### src/rtl/pwb_pkg.sv
package pwb_pkg;
  typedef enum logic [2:0] {
    ST_IDLE,
    ST_COLLECT,
    ST_LOAD,
    ST_PROG,
    ST_WAIT
  } pwb_state_t;
endpackage

### src/rtl/pwb_latch.sv
module pwb_latch #(
  parameter int PAGE_BYTES = 128,
  localparam int IDX_W = $clog2(PAGE_BYTES)
) (
  input  logic             clk,
  input  logic             rst_n,
  input  logic             clr,
  input  logic             wr_en,
  input  logic [IDX_W-1:0] wr_idx,
  input  logic [7:0]       wr_data,
  input  logic             fill_en,
  input  logic [IDX_W-1:0] fill_idx,
  input  logic [7:0]       fill_data,
  input  logic [IDX_W-1:0] rd_idx,
  output logic [7:0]       rd_data
);
  logic [7:0]            slot [PAGE_BYTES];
  logic [PAGE_BYTES-1:0] taken;

  always_ff @(posedge clk) begin
    if (!rst_n || clr) begin
      taken <= '0;
    end else if (wr_en) begin
      taken[wr_idx] <= 1'b1;
    end
  end

  always_ff @(posedge clk) begin
    if (wr_en) begin
      slot[wr_idx] <= wr_data;
    end else if (fill_en && !taken[fill_idx]) begin
      slot[fill_idx] <= fill_data;
    end
  end

  assign rd_data = slot[rd_idx];
endmodule

### src/rtl/pwb_timer.sv
module pwb_timer #(
  parameter int CYCLES = 500000,
  localparam int CW = $clog2(CYCLES + 1)
) (
  input  logic clk,
  input  logic rst_n,
  input  logic run,
  output logic done
);
  logic [CW-1:0] cnt;

  always_ff @(posedge clk) begin
    if (!rst_n || !run) begin
      cnt <= '0;
    end else begin
      cnt <= cnt + 1'b1;
    end
  end

  assign done = run && (cnt == CW'(CYCLES - 1));
endmodule

### src/rtl/pwb_ctrl.sv
module pwb_ctrl #(
  parameter int ADDR_W       = 17,
  parameter int PAGE_BYTES   = 128,
  parameter int WRITE_CYCLES = 500000
) (
  input  logic              clk,
  input  logic              rst_n,
  input  logic              cmd_open,
  input  logic [ADDR_W-1:0] cmd_addr,
  input  logic              in_valid,
  output logic              in_ready,
  input  logic [7:0]        in_data,
  input  logic              cmd_stop,
  input  logic              cmd_restart,
  input  logic              wp,
  output logic              busy,
  output logic              arr_en,
  output logic              arr_we,
  output logic [ADDR_W-1:0] arr_addr,
  output logic [7:0]        arr_wdata,
  input  logic [7:0]        arr_rdata
);
  import pwb_pkg::*;

  localparam int IDX_W = $clog2(PAGE_BYTES);
  localparam int PG_W  = ADDR_W - IDX_W;
  localparam logic [IDX_W:0] IDX_END  = (IDX_W+1)'(PAGE_BYTES);
  localparam logic [IDX_W:0] IDX_LAST = (IDX_W+1)'(PAGE_BYTES - 1);

  pwb_state_t       state;
  logic [PG_W-1:0]  page;
  logic [IDX_W-1:0] ptr;
  logic [IDX_W:0]   idx;
  logic             have_data;
  logic             accept;
  logic             open_ok;
  logic             wait_done;
  logic [7:0]       lat_q;

  assign accept   = in_valid && in_ready;
  assign open_ok  = cmd_open && (state == ST_IDLE);
  assign in_ready = (state == ST_COLLECT);
  assign busy     = (state == ST_LOAD) || (state == ST_PROG) || (state == ST_WAIT);

  always_ff @(posedge clk) begin
    if (!rst_n) begin
      state     <= ST_IDLE;
      page      <= '0;
      ptr       <= '0;
      idx       <= '0;
      have_data <= 1'b0;
    end else begin
      case (state)
        ST_IDLE: begin
          if (cmd_open) begin
            page      <= cmd_addr[ADDR_W-1:IDX_W];
            ptr       <= cmd_addr[IDX_W-1:0];
            have_data <= 1'b0;
            state     <= ST_COLLECT;
          end
        end
        ST_COLLECT: begin
          if (accept) begin
            ptr       <= ptr + 1'b1;
            have_data <= 1'b1;
          end
          if (cmd_stop) begin
            idx   <= '0;
            state <= ((have_data || accept) && !wp) ? ST_LOAD : ST_IDLE;
          end else if (cmd_restart) begin
            state <= ST_IDLE;
          end
        end
        ST_LOAD: begin
          if (idx == IDX_END) begin
            idx   <= '0;
            state <= ST_PROG;
          end else begin
            idx <= idx + 1'b1;
          end
        end
        ST_PROG: begin
          if (idx == IDX_LAST) begin
            state <= ST_WAIT;
          end else begin
            idx <= idx + 1'b1;
          end
        end
        ST_WAIT: begin
          if (wait_done) state <= ST_IDLE;
        end
        default: state <= ST_IDLE;
      endcase
    end
  end

  pwb_latch #(.PAGE_BYTES(PAGE_BYTES)) u_latch (
    .clk       (clk),
    .rst_n     (rst_n),
    .clr       (open_ok),
    .wr_en     (accept),
    .wr_idx    (ptr),
    .wr_data   (in_data),
    .fill_en   ((state == ST_LOAD) && (idx != '0)),
    .fill_idx  (IDX_W'(idx - 1'b1)),
    .fill_data (arr_rdata),
    .rd_idx    (idx[IDX_W-1:0]),
    .rd_data   (lat_q)
  );

  pwb_timer #(.CYCLES(WRITE_CYCLES)) u_timer (
    .clk   (clk),
    .rst_n (rst_n),
    .run   (state == ST_WAIT),
    .done  (wait_done)
  );

  assign arr_en    = ((state == ST_LOAD) && (idx != IDX_END)) || (state == ST_PROG);
  assign arr_we    = (state == ST_PROG);
  assign arr_addr  = {page, idx[IDX_W-1:0]};
  assign arr_wdata = lat_q;
endmodule

### config.mk
export PLATFORM = sky130hd
export DESIGN_NAME = pwb_ctrl
export DESIGN_NICKNAME = d
export VERILOG_FILES = /design/src/rtl/pwb_pkg.sv /design/src/rtl/pwb_latch.sv /design/src/rtl/pwb_timer.sv /design/src/rtl/pwb_ctrl.sv
export SDC_FILE = /design/constraint.sdc
export NUM_CORES = 1
export LEC_CHECK = 0
export BUFFER_PORTS_ARGS = -buffer_cell sky130_fd_sc_hd__buf_2
export CELL_PAD_IN_SITES_DETAIL_PLACEMENT = 1
export CELL_PAD_IN_SITES_GLOBAL_PLACEMENT = 1
export CORE_ASPECT_RATIO = 1.2
export CORE_MARGIN = 2
export CORE_UTILIZATION = 30
export CTS_CLUSTER_DIAMETER = 80
export DETAILED_ROUTE_END_ITERATION = 10
export GPL_ROUTABILITY_DRIVEN = 1
export PLACE_DENSITY = 0.59
export SETUP_SLACK_MARGIN = 0.02
export SYNTH_ARGS = -nofsm -noshare
export SYNTH_HDL_FRONTEND = slang
export SYNTH_SLANG_ARGS = --single-unit
export TNS_END_PERCENT = 1
### constraint.sdc
create_clock -name clk -period 7.9 [get_ports clk]
set_clock_uncertainty 0.15 [all_clocks]
set_input_delay 1.185 -clock clk [delete_from_list [all_inputs] [get_ports clk]]
set_output_delay 1.185 -clock clk [all_outputs]
set_load 0.005 [all_outputs]
==> results of run 1 <==
placed cells by master, fill, tap and decap left out, drive strengths merged, types with 13 or more instances in the layout:
cell,Yosys,layout
nand2,83,83
inv,13,20
nor2,209,209
mux2,20,20
a21oi,140,140
a22oi,129,129
dfxtp,183,183
clkinv,1,48
mux4,366,366
nor3,19,19
nand3,36,36
clkbuf,104,138
xor2,13,13
buf,73,138
edfxtp,1024,1024
o21ai,37,37
critical path, delay by kind of cell (launching register included):
| kind | cells | cell delay [ps] |
|---|---|---|
| AOI/OAI and AO/OA | 3 | 1220 |
| adders and majority gates | 1 | 880 |
| buffers and inverters | 3 | 1020 |
| DFF | 1 | 580 |
| muxes | 3 | 1690 |
| and+or+nand+nor | 1 | 140 |
logic make-up (layout without fill, tap and decap cells):
family	Yosys count	count (layout)
other cells	0	1
xor+xnor	23	23
fa+ha+maj	5	5
compound gates	368	368
simple gates	408	408
mux	398	398
flops	1207	1207
buf+inv	191	365
power breakdown:
group	switching (mW)	internal [mW]
logic	0.316	0.130
registers	0.0304	6.92
clock network	2.43	3.14
state kept, by name (all words and copies together) (netlist names), named ones only:
| signal | flops |
|---|---|
| have_data | 1 |
| idx | 8 |
| page | 10 |
| ptr | 7 |
| state | 3 |
| u_latch.slot | 1024 |
| u_latch.taken | 128 |
| u_timer.cnt | 19 |
final cells by class:
| type | count | area share |
|---|---|---|
| sequential | 1207 | 0.6250 |
| multi-input combinational | 1202 | 0.2402 |
| clock buffer | 138 | 0.05531 |
| tap | 2119 | 0.04813 |
| timing repair buffer | 138 | 0.01754 |
| clock inverter | 75 | 0.01279 |
| inverter | 14 | 0.0009540 |
| antenna | 1 | 0.00004543 |
worst max-delay path by stage:
stage,start,to,cells after the start
final,idx[1]$_SDFFE_PN0P_,u_latch.slot[125][5]$_DFFE_PP_,11
after global routing,idx[1]$_SDFFE_PN0P_,u_latch.slot[125][5]$_DFFE_PP_,11
after CTS,idx[1]$_SDFFE_PN0P_,u_latch.slot[125][5]$_DFFE_PP_,11
after detailed placement,idx[1]$_SDFFE_PN0P_,u_latch.slot[111][5]$_DFFE_PP_,11
after global placement,idx[1]$_SDFFE_PN0P_,u_latch.slot[124][0]$_DFFE_PP_,11
after floorplan,idx[0]$_SDFFE_PN0P_,u_latch.slot[0][0]$_DFFE_PP_,13
metal layers:
| metal | part of all wire | wire length, um | vias to the layer above | global-route usage |
|---|---|---|---|---|
| li1 | - | - | 10800 | - |
| met5 | 0.000096 | 13 | - | 0 |
| met4 | 0.031 | 4220 | 2 | 0.05353 |
| met3 | 0.041 | 5581 | 208 | 0.02320 |
| met2 | 0.53 | 71820 | 631 | 0.2964 |
| met1 | 0.40 | 53610 | 13700 | 0.2017 |
per-stage QoR:
stage	std cells	cell area [um2]	hold WS (ps)	total power [mW]
3_3_place_gp	4680	51320	281.0	7.538
6_report	4894	55080	306.8	12.96
3_5_place_dp	4680	51330	292.6	7.544
2_1_floorplan	2600	48350	267.6	7.326
5_1_grt	4893	55080	341.3	13.33
4_1_cts	4893	55080	307.5	13.08
==> impl_metrics.json, run 1 <==
{
  "outcome": "complete, no violations",
  "grt_start_max_net_pins": 106,
  "crit_required_ps": 8240,
  "multi_input_area_um2": 13230,
  "via_count": 25330,
  "syn_inst": 2600,
  "layout_setup_ws_ps": 1796,
  "gp_congestion": 0.7792,
  "crit_slowest_cell": "ha_2",
  "dr.pass1.iters": 5,
  "drcViolationCount": 0,
  "synth-compound-area-share": 0.05082,
  "yosysTopAreaCell": "edfxtp_1",
  "drt-total-wl_um": 135200,
  "cts_hold_buf": 0,
  "cp-start-kind": "register",
  "arrival_ps": 6450,
  "grt_antenna_before_repair": 2,
  "syn_to_final_growth_pct": 13.92,
  "holdPathEnd": "u_timer.cnt[0]$_SDFF_PP0_",
  "synth_adder_area_share": 0.001294,
  "p_leak_nw": 16.31,
  "maxSlewViolCount": 0,
  "port-buffer-count": 68,
  "path_cells": "inv_1, ha_2, mux4_2, mux2_2, o21ai_0, o2111ai_1, a211oi_4, buf_4, nor2_4, mux2_4, buf_4",
  "cpMostUsedCell": "buf_4",
  "synth_simple_gate_area_share": 0.03724,
  "rows": 161,
  "numCtsBuffers": 114,
  "vias_per_cell": 5.177,
  "setup_viol": 0,
  "r2r-end": "u_latch.slot[125][5]$_DFFE_PP_",
  "synth_top_area_frac": 0.6360,
  "root_buffer": "clkbuf_16",
  "cts_max_level": 3,
  "die_y_um": 443.8,
  "gr-total-overflow": 0,
  "pin_count": 69,
  "worst_slew_pin_slew_ps": 1228,
  "cts_resized": 0,
  "ys_top_cells_by_count": "1024 x edfxtp_1, 366 x mux4_2, 208 x nor2_1",
  "layout-drive-gt1-share": 0.2711,
  "synth_top_family_by_area": "multiplexers",
  "crit_fanout": 78,
  "r2r-start": "idx[1]$_SDFFE_PN0P_",
  "power_density_nw_per_um2": 235.3,
  "synthDistinctLibCells": 72,
  "grtUsageTotal": 0.1647,
  "ys_async_sr_fraction": 0,
  "cts.sinks": 1207,
  "syn_area_um2": 48350,
  "hold_viol": 0,
  "slowest_delay_ps": 880,
  "antenna_left": 0,
  "grt_pass1_vias": 26850,
  "synth_flop_cell": "edfxtp_1",
  "utilization": 0.3435,
  "cts_tree": "done",
  "rr_worst_depth": 11,
  "grt_pass1_wl_um": 196900,
  "ir_worst_vdd_v": 0.0001622,
  "regArea_um2": 34430,
  "cts_setup_buffers": 0,
  "final.setup.tns_ps": 0,
  "crit_type": "register to register",
  "whs_path_depth": 1,
  "drt_iter0_markers": 2223,
  "post-place-ws_ps": 1739,
  "path_clk_slew_ps": 70,
  "synth_most_common_cell": "edfxtp_1",
  "cap_violations": 0,
  "slew_headroom": 0.1810,
  "dieArea_um2": 164400,
  "yosys_warnings": 0,
  "min_path_type": "register to register",
  "max_freq_mhz": 163.8,
  "avgSynthCellArea_um2": 18.60,
  "core-area_um2": 160300,
  "ys_ff_latch": 1207,
  "rsz0062_at_grt": "false",
  "ff2ff_setup_slack_ps": 1800,
  "nets": 2722,
  "synth_mux_area_frac": 0.1776,
  "min-delay-start": "u_timer.cnt[0]$_SDFF_PP0_",
  "start_util": 0.3015,
  "max-clock-path-buffers": 3,
  "syn_nets": 2645,
  "ys_top_cells_by_area": "edfxtp_1 64%, mux4_2 17%, dfxtp_1 7.6%",
  "clk_latency_ps": 730,
  "synth-xor-area-share": 0.004166,
  "routedWlPerCell_um": 27.64,
  "period_needed_ps": 6104,
  "nFillCells": 16130,
  "dieWidth_um": 370.5,
  "synth_edf_count": 1024,
  "period_share": 0.7726,
  "critPathCaptureType": "register",
  "ys_seq_area_frac": 0.7117,
  "place_hpwl_um": 85350
}
Power figures use the tool's default switching activity.
==> run 2, diff against run 1 <==
ABC_AREA = 1   (was unset)
PLACE_DENSITY = 0.64   (was 0.59)
clock period = 5.3 ns   (was 7.9 ns; I/O delays follow)
==> run 2 against run 1 <==
  * Clock power rose by 66%
  * Largest cell class unchanged
  * Power rose by 56%
  * Global-route usage rose by 1.8 points
  * Non-clock buffer count rose by 121
==> impl_metrics.json, run 2 <==
{
  "start_util": 0.3020,
  "synth_top_area_frac": 0.6263,
  "ys_top_cells_by_area": "edfxtp_1 63%, dfxtp_1 7.5%, nor2_1 6.8%",
  "nets": 4495,
  "yosys_warnings": 0,
  "die_y_um": 447.1,
  "vias_per_cell": 5.203,
  "final.setup.tns_ps": 0,
  "reg_top3": "u_latch.slot x1024, u_latch.taken x128, u_timer.cnt x19",
  "pin_count": 69,
  "root_buffer": "clkbuf_16",
  "arrival_ps": 4150,
  "power.share.clock": 0.458,
  "numCtsBuffers": 134,
  "ff2ff_setup_slack_ps": 620,
  "cap_violations": 0,
  "p_sw_frac": 0.2208,
  "power_density_nw_per_um2": 354.1,
  "core-area_um2": 162600,
  "final_common_cell": "edfxtp_1",
  "rows": 162,
  "utilization": 0.3518,
  "avgSynthCellArea_um2": 11.29,
  "via_count": 34810,
  "hold_viol": 0,
  "antenna_left": 0,
  "min-delay-start": "cmd_addr[1]",
  "cts_max_level": 4,
  "crit_type": "register to primary output",
  "path_clk_slew_ps": 60,
  "r2r-start": "idx[0]$_SDFFE_PN0P_",
  "ys_seq_area_frac": 0.7010,
  "period_needed_ps": 5092,
  "cts.sinks": 1207,
  "ys_top_cells_by_count": "1024 x edfxtp_1, 885 x nor2_1, 663 x o21ai_0",
  "routedWlPerCell_um": 23.09,
  "yosysTopAreaCell": "edfxtp_1",
  "final_cell_mix": "1024 x edfxtp_1, 883 x nor2_1, 663 x o21ai_0, 307 x nand2_1, 259 x o22ai_1",
  "min_path_type": "primary input to register",
  "pwr-share-seq": 0.511,
  "r2r-end": "u_latch.slot[72][1]$_DFFE_PP_",
  "ys_async_sr_fraction": 0,
  "gp_congestion": 0.8404,
  "p_leak_nw": 18.82,
  "syn_area_um2": 49090,
  "clk_latency_ps": 760,
  "syn_to_final_growth_pct": 16.49,
  "max-clock-path-buffers": 3,
  "rsz0062_at_grt": "true",
  "slew_headroom": 0.2250,
  "synth_most_common_cell": "edfxtp_1",
  "grt_start_max_net_pins": 143,
  "synthDistinctLibCells": 46,
  "rr_worst_depth": 18,
  "whs_path_depth": 3,
  "outcome": "complete, no violations",
  "synth_edf_count": 1024,
  "drt_iter0_markers": 2832,
  "dieWidth_um": 373.3,
  "grtUsageTotal": 0.1822,
  "setup_viol": 0,
  "drcViolationCount": 0,
  "drt-total-wl_um": 154500,
  "grt_pass1_vias": 36100,
  "regMostFlops": "u_latch.slot",
  "largest_reg_flops": 1024,
  "p_int_mw": 15.78,
  "port-buffer-count": 68,
  "ys_ff_latch": 1207,
  "gr-total-overflow": 0,
  "syn_nets": 4395,
  "synth_flop_cell": "edfxtp_1",
  "nFillCells": 17770,
  "worst_slew_pin_slew_ps": 1161,
  "critPathCaptureType": "primary output",
  "grt_antenna_before_repair": 5,
  "maxSlewViolCount": 0,
  "cts_tree": "done",
  "switchingPower_mw": 4.470,
  "cp-start-kind": "register",
  "crit_fanout": 80,
  "crit_required_ps": 4360,
  "max_freq_mhz": 196.4,
  "holdPathEnd": "ptr[1]$_SDFFE_PN0P_",
  "grt_pass1_wl_um": 230200,
  "place_hpwl_um": 92400,
  "comb_power_share": 0.031,
  "period_share": 0.9607,
  "dieArea_um2": 166900,
  "dr.pass1.iters": 7,
  "syn_inst": 4350,
  "layout-drive-gt1-share": 0.1163,
  "ir_worst_vdd_v": 0.0003307
}
==> run 2: kinds of logic after synthesis <==
family	synth area share
AOI/OAI and AO/OA	0.1361
xor gates and xnor gates	0.002574
buffers and inverters	0.03909
DFF	0.7010
adders and majority gates	0.001274
and+or+nand+nor	0.1200
==> run 2: power by group through the flow <==
stage | Sequential, mW | Combinational [mW] | Clock (mW)
floorplan | 10.6 | 0.313 | 0
global placement | 10.5 | 0.613 | 0
detailed placement | 10.6 | 0.625 | 0
CTS | 10.3 | 0.628 | 9.45
global route | 10.3 | 0.670 | 9.82
finish | 10.4 | 0.623 | 9.27
==> run 2: final cells by class <==
cell class	count	area [um2]	share of cell area
diodes	1	2.502	0.00004376
clock buffers	171	3638	0.06362
clock inverters	72	728.2	0.01273
inverters	189	726.9	0.01271
multi-input cells	2659	12880	0.2252
flip-flops and latches	1207	34430	0.6021
well taps	2132	2668	0.04664
repair buffers	259	2112	0.03693
==> run 2: worst max-delay path by stage <==
stage | slack (ps) | startpoint | endpoint
floorplan | 570 | idx[0]$_SDFFE_PN0P_ | u_latch.slot[0][0]$_DFFE_PP_
global placement | 760 | idx[0]$_SDFFE_PN0P_ | u_latch.slot[21][5]$_DFFE_PP_
detailed placement | 640 | idx[0]$_SDFFE_PN0P_ | u_latch.slot[21][3]$_DFFE_PP_
CTS | 130 | register | arr_wdata[7]
global route | 10 | register | arr_wdata[1]
finish | 210 | register | arr_wdata[7]
==> run 2: through the flow <==
| step | setup slack [ps] | area [um2] | instances | hold slack, ps | power [mW] |
|---|---|---|---|---|---|
| 2_1_floorplan | 565.8 | 49090 | 4350 | 267.6 | 10.87 |
| 3_3_place_gp | 763.6 | 52820 | 6446 | 279.9 | 11.16 |
| 3_5_place_dp | 642.9 | 52820 | 6446 | 290.7 | 11.18 |
| 4_1_cts | 129.0 | 57180 | 6689 | 83.98 | 20.43 |
| 5_1_grt | 14.72 | 57190 | 6689 | 141.6 | 20.84 |
| 6_report | 208.1 | 57190 | 6690 | 148.5 | 20.25 |
==> run 2: per-layer routing <==
layer | GRT usage | vias up | wire, um
met5 | 0 | - | 26
met4 | 0.07628 | 4 | 5836
met3 | 0.03347 | 263 | 7900
met2 | 0.3135 | 894 | 76160
met1 | 0.2245 | 17810 | 64550
li1 | - | 15840 | -
==> run 2: critical path, cell delays in order, from the launching register on <==
cell,delay [ps]
dfxtp_4,420
inv_8,410
buf_12,380
o21ai_0,130
o22ai_1,140
nor2_1,70
o32ai_1,680
o21ai_0,220
o21ai_0,430
nand2_1,90
nand2_1,170
buf_2,150
==> run 2: what timing repair did <==
item                                    CTS  global route
gates resized for setup                   0             1
endpoints found under the setup margin    0             2
hold buffers                              0             0
setup buffers                             0             0
